$ cat src/rtl/thsd_pkg.sv
package thsd_pkg;

  localparam int CH_COUNT = 4;
  localparam int CH_W     = $clog2(CH_COUNT);
  localparam int PATHS    = CH_COUNT + 1;   // path 0 is the hardware trip path
  localparam int RUN_W    = 3;

  typedef enum logic [1:0] {
    STRAP_LOW  = 2'b00,
    STRAP_HIGH = 2'b01,
    STRAP_OPEN = 2'b10,
    STRAP_ALT  = 2'b11
  } strap_e;

  // Per-path strobes from control to datapath
  typedef struct packed {
    logic [PATHS-1:0] hit;   // out-of-limit result for this path
    logic [PATHS-1:0] miss;  // in-limit result for this path
    logic [PATHS-1:0] drop;  // path disabled, clear it
  } pathStrobe_t;

  function automatic logic [RUN_W-1:0] runLength(input logic [1:0] code);
    case (code)
      2'b00:   runLength = RUN_W'(1);
      2'b01:   runLength = RUN_W'(2);
      2'b10:   runLength = RUN_W'(4);
      default: runLength = RUN_W'(6);
    endcase
  endfunction

  function automatic logic [CH_W-1:0] strapChannel(input strap_e s);
    case (s)
      STRAP_LOW:  strapChannel = CH_W'(1);
      STRAP_HIGH: strapChannel = CH_W'(2);
      default:    strapChannel = CH_W'(3);
    endcase
  endfunction

endpackage

$ cat src/rtl/thsd_ctrl.sv
module thsd_ctrl
  import thsd_pkg::*;
#(
  parameter int TEMP_W = 8
) (
  input  logic                       clk,
  input  logic                       rstN,
  input  logic                       sampleValid,
  input  logic [CH_W-1:0]            sampleChan,
  input  logic [TEMP_W-1:0]          sampleTemp,
  input  logic [TEMP_W-1:0]          tripCode,
  input  logic [1:0]                 strapState,
  input  logic [CH_COUNT*TEMP_W-1:0] swLimit,
  input  logic [CH_COUNT-1:0]        swLimitEn,
  output pathStrobe_t                strobe
);

  logic            strapTaken;
  logic [CH_W-1:0] hwChan;

  // Strap capture: first edge after reset release, then frozen
  always_ff @(posedge clk or negedge rstN) begin
    if (!rstN) begin
      strapTaken <= 1'b0;
      hwChan     <= '0;
    end else if (!strapTaken) begin
      strapTaken <= 1'b1;
      hwChan     <= strapChannel(strap_e'(strapState));
    end
  end

  logic hwSel, hwOver;

  always_comb begin
    hwSel  = sampleValid && strapTaken && (sampleChan == hwChan);
    hwOver = sampleTemp > tripCode;
    strobe = '0;
    strobe.hit[0]  = hwSel && hwOver;
    strobe.miss[0] = hwSel && !hwOver;
    strobe.drop[0] = 1'b0;  // hardware path can never be disabled
    for (int c = 0; c < CH_COUNT; c++) begin
      logic swSel, swOver;
      swSel  = sampleValid && swLimitEn[c] && (sampleChan == CH_W'(c));
      swOver = sampleTemp > swLimit[c*TEMP_W +: TEMP_W];
      strobe.hit[c+1]  = swSel && swOver;
      strobe.miss[c+1] = swSel && !swOver;
      strobe.drop[c+1] = !swLimitEn[c];
    end
  end

  // watched channel frozen once captured
  assert_strap_hold_R2: assert property (@(posedge clk) disable iff (!rstN)
    $past(strapTaken) |-> $stable(hwChan));

endmodule

$ cat src/rtl/thsd_path.sv
module thsd_path
  import thsd_pkg::*;
(
  input  logic             clk,
  input  logic             rstN,
  input  pathStrobe_t      strobe,
  input  logic             cfgWe,
  input  logic [1:0]       cfgQueue,
  input  logic             cfgLock,
  output logic [PATHS-1:0] tripped
);

  localparam logic [RUN_W-1:0] RUN_MAX = '1;

  logic [1:0]       queueReg;
  logic             locked;
  logic [RUN_W-1:0] need;
  logic [RUN_W-1:0] runCnt [PATHS];

  always_ff @(posedge clk or negedge rstN) begin
    if (!rstN) begin
      queueReg <= 2'b10;
      locked   <= 1'b0;
    end else if (cfgWe && !locked) begin
      queueReg <= cfgQueue;
      locked   <= cfgLock;
    end
  end

  assign need = runLength(queueReg);

  for (genvar p = 0; p < PATHS; p++) begin : g_path
    logic [RUN_W:0] nextCnt;
    assign nextCnt = {1'b0, runCnt[p]} + 1'b1;

    always_ff @(posedge clk or negedge rstN) begin
      if (!rstN) begin
        runCnt[p]  <= '0;
        tripped[p] <= 1'b0;
      end else if (strobe.drop[p] || strobe.miss[p]) begin
        runCnt[p]  <= '0;
        tripped[p] <= 1'b0;
      end else if (strobe.hit[p]) begin
        if (runCnt[p] != RUN_MAX) runCnt[p] <= nextCnt[RUN_W-1:0];
        if (nextCnt >= {1'b0, need}) tripped[p] <= 1'b1;
      end
    end

    // an in-limit result clears the run and the trip
    assert_miss_clears_R5: assert property (@(posedge clk) disable iff (!rstN)
      strobe.miss[p] |=> (runCnt[p] == '0) && !tripped[p]);

    // a trip appears only after a full run
    assert_trip_run_R4: assert property (@(posedge clk) disable iff (!rstN)
      $rose(tripped[p]) |-> runCnt[p] >= $past(need));
  end

  // hardware trip held until an in-limit result on its channel
  assert_hw_sticky_R7: assert property (@(posedge clk) disable iff (!rstN)
    tripped[0] && !strobe.miss[0] |=> tripped[0]);

  // locked configuration never changes
  assert_lock_holds_R9: assert property (@(posedge clk) disable iff (!rstN)
    locked |=> $stable(queueReg) && locked);

endmodule

$ cat src/rtl/thsd_shutdown.sv
module thsd_shutdown
  import thsd_pkg::*;
#(
  parameter int TEMP_W = 8
) (
  input  logic                       clk,
  input  logic                       rstN,
  input  logic                       sampleValid,
  input  logic [CH_W-1:0]            sampleChan,
  input  logic [TEMP_W-1:0]          sampleTemp,
  input  logic [TEMP_W-1:0]          tripCode,
  input  logic [1:0]                 strapState,
  input  logic                       cfgWe,
  input  logic [1:0]                 cfgQueue,
  input  logic                       cfgLock,
  input  logic [CH_COUNT*TEMP_W-1:0] swLimit,
  input  logic [CH_COUNT-1:0]        swLimitEn,
  output logic                       shdnN,
  output logic                       hwTripped
);

  pathStrobe_t      strobe;
  logic [PATHS-1:0] tripped;

  thsd_ctrl #(.TEMP_W(TEMP_W)) ctrl_i (
    .clk(clk), .rstN(rstN), .sampleValid(sampleValid), .sampleChan(sampleChan),
    .sampleTemp(sampleTemp), .tripCode(tripCode), .strapState(strapState),
    .swLimit(swLimit), .swLimitEn(swLimitEn), .strobe(strobe)
  );

  thsd_path path_i (
    .clk(clk), .rstN(rstN), .strobe(strobe), .cfgWe(cfgWe),
    .cfgQueue(cfgQueue), .cfgLock(cfgLock), .tripped(tripped)
  );

  assign shdnN     = ~|tripped;
  assign hwTripped = tripped[0];

  // status flag implies the pin is asserted
  assert_hw_pin_R10: assert property (@(posedge clk) disable iff (!rstN)
    hwTripped |-> !shdnN);

endmodule

$ cat config.mk
export PLATFORM = sky130hd
export DESIGN_NAME = thsd_shutdown
export DESIGN_NICKNAME = d
export VERILOG_FILES = /design/src/rtl/thsd_pkg.sv /design/src/rtl/thsd_ctrl.sv /design/src/rtl/thsd_path.sv /design/src/rtl/thsd_shutdown.sv
export SDC_FILE = /design/constraint.sdc
export NUM_CORES = 1
export LEC_CHECK = 0
export BUFFER_PORTS_ARGS = -buffer_cell sky130_fd_sc_hd__buf_2
export CORE_ASPECT_RATIO = 1.4
export CORE_MARGIN = 2
export CORE_UTILIZATION = 49
export DETAILED_ROUTE_END_ITERATION = 8
export GPL_TIMING_DRIVEN = 1
export PLACE_DENSITY = 0.77
export SYNTH_ARGS = -nofsm -noshare
export SYNTH_HDL_FRONTEND = slang
export SYNTH_SLANG_ARGS = --single-unit
$ cat constraint.sdc
create_clock -name clk -period 1.8 [get_ports clk]
set_clock_uncertainty 0.15 [all_clocks]
set_input_delay 0.27 -clock clk [delete_from_list [all_inputs] [get_ports clk]]
set_output_delay 0.27 -clock clk [all_outputs]
set_load 0.01 [all_outputs]
# --- Word-level counts from Yosys, hierarchy flattened ---
# Index checks and enable logic that the tools add are counted.
totals:
  regBits: 26
  elab_cells: 138
classes:
  add_sub_neg: 5
  order_cmp: 10
  n_eq_ne: 12
  n_mux: 32
  n_reduce_logical: 65
op_table:
  columns: ["op", "count"]
  rows:
  - ["3-bit 2-to-1 mux", 15]
  - ["8-bit greater-than comparator", 5]
  - ["2-bit nonzero test", 15]
  - ["1-bit logical AND", 21]
  - ["3-bit by 1-bit adder with 4-bit output, second input constant", 5]
  - ["4-bit by 3-bit >= comparator with 1-bit output", 5]
  - ["2-bit AND reduction", 10]
  - ["1-bit 2-to-1 mux", 15]
  - ["3-bit != test, second input constant", 5]
  - ["1-bit zero test", 11]
  - ["3-bit one-hot mux with 3 select lines", 1]
  - ["2-bit by 1-bit equality test with 1-bit output, second input constant", 3]
  - ["2-bit equality test, second input constant", 3]
  - ["2-bit zero test", 3]
  - ["5-bit OR reduction", 1]
  - ["1-bit logical OR", 4]
  - ["2-bit one-hot mux with 2 select lines", 1]
  - ["2-bit equality test", 1]

# --- Depth between registers and ports, before layout ---
logic_depth:
  word_depth: 6
  mapped_depth: 7

# --- Hierarchy ---
# Synthesis repeated with hierarchy kept, for this count alone.
unflattened:
  hier_cells: 293
  hier_area_um2: 2632.5
by_module_without_submodules:
  columns: ["mod", "instances", "cells_per_inst", "area_each_um2", "seq_area_each_um2"]
  rows:
  - ["thsd_path", 1, 121, 1387.6, 576.8]
  - ["thsd_ctrl", 1, 170, 1233.7, 75.1]
  - ["thsd_shutdown", 1, 2, 11.3, 0.0]

# --- Least setup slack after synthesis ---
# No wires, ideal clock.
synth_timing:
  kind: "input -> register"
  start: "input sampleTemp[0]"
  end: "register path_i.runCnt[4] (netlist bit)"
  setup_ns: 0.132
  arrival_ns: 1.518
  slack_ns: 0.000
  cell_stages: 7
  path_buffers: 0
  cell_sequence: "inv_1 > ha_1 > nand4_1 > or3_4 > and3_4 > a41oi_2 > o32ai_1"
synth_between:
  elab_chain_cells: 6
  elab_cells_between_ends: 9
  classes_between: "order compare: 1; mux: 1; reduce/logical: 7"
synth_rtl:
  columns: ["element", "line", "source"]
  rows:
  - ["from (decl)", "thsd_shutdown.sv:10", "input logic [TEMP_W-1:0] sampleTemp,"]
  - ["8-bit greater-than comparator (*)", "thsd_ctrl.sv:44", "swOver = sampleTemp > swLimit[c*TEMP_W +: TEMP_W];"]
  - ["1-bit zero test", "thsd_ctrl.sv:46", "strobe.miss[c+1] = swSel && !swOver;"]
  - ["1-bit logical AND", "thsd_ctrl.sv:46", null]
  - ["1-bit logical OR", "thsd_path.sv:40", "end else if (strobe.drop[p] || strobe.miss[p]) begin"]
  - ["2-bit nonzero test (no line)", null, null]
  - ["2-bit AND reduction (no line)", null, null]
  - ["to (signal, indexed assignment)", "thsd_path.sv:38", "runCnt[p] <= '0;"]
  - ["to (signal, indexed assignment)", "thsd_path.sv:41", "runCnt[p] <= '0;"]
  - ["to (decl)", "thsd_path.sv:18", "logic [RUN_W-1:0] runCnt [PATHS];"]
# Every way passes the cells marked *; elsewhere a longest branch is shown, timed or not.
# A chain may end at the register's enable or synchronous reset.

# --- Worst setup path in the final report ---
layout_timing:
  start: "register path_i.tripped[0]"
  end: "output shdnN"
layout_between:
  elab_chain_cells: 2
layout_rtl:
  columns: ["element", "line", "source"]
  rows:
  - ["from (decl)", "thsd_path.sv:10", "output logic [PATHS-1:0] tripped"]
  - ["from (signal, indexed assignment)", "thsd_path.sv:39", "tripped[p] <= 1'b0;"]
  - ["from (signal, indexed assignment)", "thsd_path.sv:42", "tripped[p] <= 1'b0;"]
  - ["from (signal, indexed assignment)", "thsd_path.sv:45", "if (nextCnt >= {1'b0, need}) tripped[p] <= 1'b1;"]
  - ["5-bit OR reduction", "thsd_shutdown.sv:36", "assign shdnN = ~|tripped;"]
  - ["1-bit zero test", "thsd_shutdown.sv:36", null]
  - ["to (decl)", "thsd_shutdown.sv:18", "output logic shdnN,"]
# Every way passes these cells.

==> results.cfg <==
[placed_design]
gp_routability_congestion = 0.796
dp.final_hpwl_um = 5600
place_inst = 469
placed_area_um2 = 3330
port_buffers = 64

[worst_setup_path]
crit_path_capture_type = output pin
crit_path_start = path_i.tripped[0]$_DFFE_PN0P_
timing.critical_path.arrival_ps = 1430
worst_r2r_start = path_i.runCnt[10]$_DFFE_PN0P_
rr_worst_depth = 6
crit_type = flip-flop to output pin
critPathLaunchType = flip-flop
rrSetupSlack_ps = 20
worst_r2r_endpoint = path_i.tripped[1]$_DFFE_PN0P_
cp_data_required_time_ps = 1380
cp_max_fo = 2

[cts]
clock_insertion_delay_worst_skew_ps = 280
cts_inserted_buffers = 3
worst_setup_hold_path_clk_slew_ps = 90
cts_root_buffer = clkbuf_8
tritoncts = done
cts_num_sinks = 26
clock_path_buffers = 2
cts_max_level = 1

[floorplan]
die-width_um = 66.9
fp.coreArea_um2 = 5450
floorplan.die.height_um = 92.0
top_level_ports = 65
die_area_um2 = 6160
initial_core_util = 0.498
rows = 32

[route]
drt.antenna.violating_nets = 0
post_drt_wl_per_cell_um = 15.8
dr.first_iter.drc_count = 93
drt_wl_total_um = 7610
total_drc_errors_in_the_routed_layout = 0
detail_route.first_pass.iterations = 4
vias = 2689
avgViaCountPerCell = 5.59

[timing]
setup_viol = 2
finalCriticalPeriod_ps = 1850
final_max_slew_viol_count = 0
fin_crit_sh = 1.03
max_clock_freq_mhz = 539
final_hold_viol_count = 0
layout_setup_ws_ps = -53.9
worstMarginPinSlew_ps = 602
max_slew_margin = 0.598
rsz_0062_raised_after_global_routing = true

[logic_synthesis]
synth_area_per_cell_um2 = 8.69
synth-warning-count = 0
mappedNetlistNets = 440
synth_edf_count = 0
post_syn_area_um2 = 2710
synthDistinctLibCells = 48
ys_async_sr_fraction = 1.00
syn_inst = 312
ys_seq_elements = 26
synthFlopType = dfrtp_1
synth_seq_area_share = 0.240

[job]
timing.max_cap.violations = 0

[hold_path]
timing.hold.worst.class = input port to flip-flop
worst_hold_startpoint = cfgLock
whs_path_depth = 2
timing.hold.worst_endpoint = path_i.locked$_DFFE_PN0P_

[layout]
final-instance-count-excl-fill = 481
layout_cell_share_with_drive_strength_beyond_1 = 0.373
post-route-cell-area_um2 = 3850
antennaDiodeCount = 0
flow.area_growth_from_synthesis_pct = 41.8
nNetsFinal = 542

[pwr]
lkg_pwr_nw = 1.91
ir_drop_mv = 0.596
pwr_density_cell_nw_per_um2 = 648

[grt]
grt_pass1_vias = 2586
pin_count_of_the_biggest_net_entering_global_routing = 27
groute.usage.overall = 0.230
grt-busiest-layer = met2
grt_antenna_before_repair = 0
globalRouteOverflowTotal = 0
met2_track_demand_over_resource = 0.418
gr-usage-met3 = 0.0160
grt_first_pass_wirelength_um = 11200
grt_use_met1 = 0.279

[run_status]
outcome = complete, but fails checks
violations = negative setup slack
[registers in the layout (all words and copies together), names as in the netlist]
| register | flops |
|---|---|
| path_i.runCnt | 15 |
| path_i.tripped | 5 |
| ctrl_i.hwChan | 2 |
| path_i.queueReg | 2 |
| ctrl_i.strapTaken | 1 |
| path_i.locked | 1 |
[synthesized netlist by cell type, types with 3 or more instances]
cell	count	area share
inv_1	59	0.082
nand3_1	4	0.0074
a211oi_1	5	0.014
dfrtp_1	25	0.23
o211ai_1	5	0.014
o21a_1	4	0.011
o21ai_0	14	0.026
a32o_1	3	0.011
nor2b_1	7	0.016
and4_1	3	0.0097
o22ai_1	4	0.0092
nand2_1	14	0.019
nand2b_1	6	0.014
a21o_1	5	0.014
o21ai_1	3	0.0055
nor2_1	11	0.015
a21oi_1	26	0.048
nand4_1	10	0.023
ha_1	65	0.30
a31oi_1	5	0.012
[power breakdown]
group          total (mW)  internal [mW]  switching (mW)
logic                1.22          0.630           0.589
registers           0.774          0.684          0.0906
clock network       0.499          0.298           0.201
total                2.49           1.61           0.880
[per-layer routing]
| metal | routed length [µm] | share of wire |
|---|---|---|
| met5 | 0 | 0 |
| met1 | 3120 | 0.41 |
| met2 | 4000 | 0.53 |
| met3 | 321 | 0.042 |
| met4 | 165 | 0.022 |
[how the worst max path moves through the flow]
| stage | end | cells past startpoint |
|---|---|---|
| after floorplan | path_i.runCnt[5]$_DFFE_PN0P_ | 7 |
| after global placement | path_i.runCnt[9]$_DFFE_PN0P_ | 8 |
| after detailed placement | path_i.runCnt[5]$_DFFE_PN0P_ | 7 |
| after CTS | shdnN | 3 |
| after global routing | shdnN | 3 |
| final | shdnN | 3 |
[worst max-delay path: stages, from the launching register on]
cell     delay, ps
dfrtp_1        390
or4_4          550
nor2_4         110
buf_6          110
[metrics by stage]
step                      setup slack (ps)  hold slack [ps]  utilization  power, mW  TNS (ps)
after detailed placement              -303              163        0.612       1.70     -4200
after global placement                -245              153        0.612       1.66     -3220
after floorplan                       11.6             -176            -       1.32         0
after CTS                            -65.6             40.3        0.634       2.27     -65.6
final                                -53.9             45.2        0.706       2.49     -57.0
after global routing                 -98.8             36.1        0.706       2.69      -354
[timing repair]
item,4_1_cts,5_1_grt
resized for setup,9,65
setup buffers,1,7
pin swaps,5,31
hold endpoints to repair,25,0
hold buffers,1,0
setup endpoints to repair,6,19
[kinds of logic (layout without fill, tap and decap cells)]
family,Yosys count,in the layout,synth area share
xor+xnor,2,2,0.00646
simple gates,66,66,0.137
fa+ha+maj,65,65,0.300
buf+inv,59,160,0.0816
compound gates,90,90,0.221
other cells,1,1,0.00138
flops,26,26,0.240
mux,3,3,0.0115
[layout by cell type, fill, tap and decap left out, types with 6 or more instances in the layout]
cell	count
buf_2	57
ha_4	17
o21ai_0	8
dfrtp_1	25
nand2_1	14
o21ai_1	9
inv_1	55
a21oi_1	21
nand4_1	10
ha_1	45
nor2b_1	6
buf_4	32
nor2_1	7
[area by class of cell]
| type | instances | area, µm² |
|---|---|---|
| Multi-Input combinational cell | 227 | 2190 |
| Fill cell | 395 | 1600 |
| Sequential cell | 26 | 652 |
| Timing Repair Buffer | 97 | 627 |
| Inverter | 59 | 224 |
| Tap cell | 68 | 85.1 |
| Clock buffer | 3 | 41.3 |
| Clock inverter | 1 | 30.0 |
Note: power is estimated with default switching activity, not from simulation.
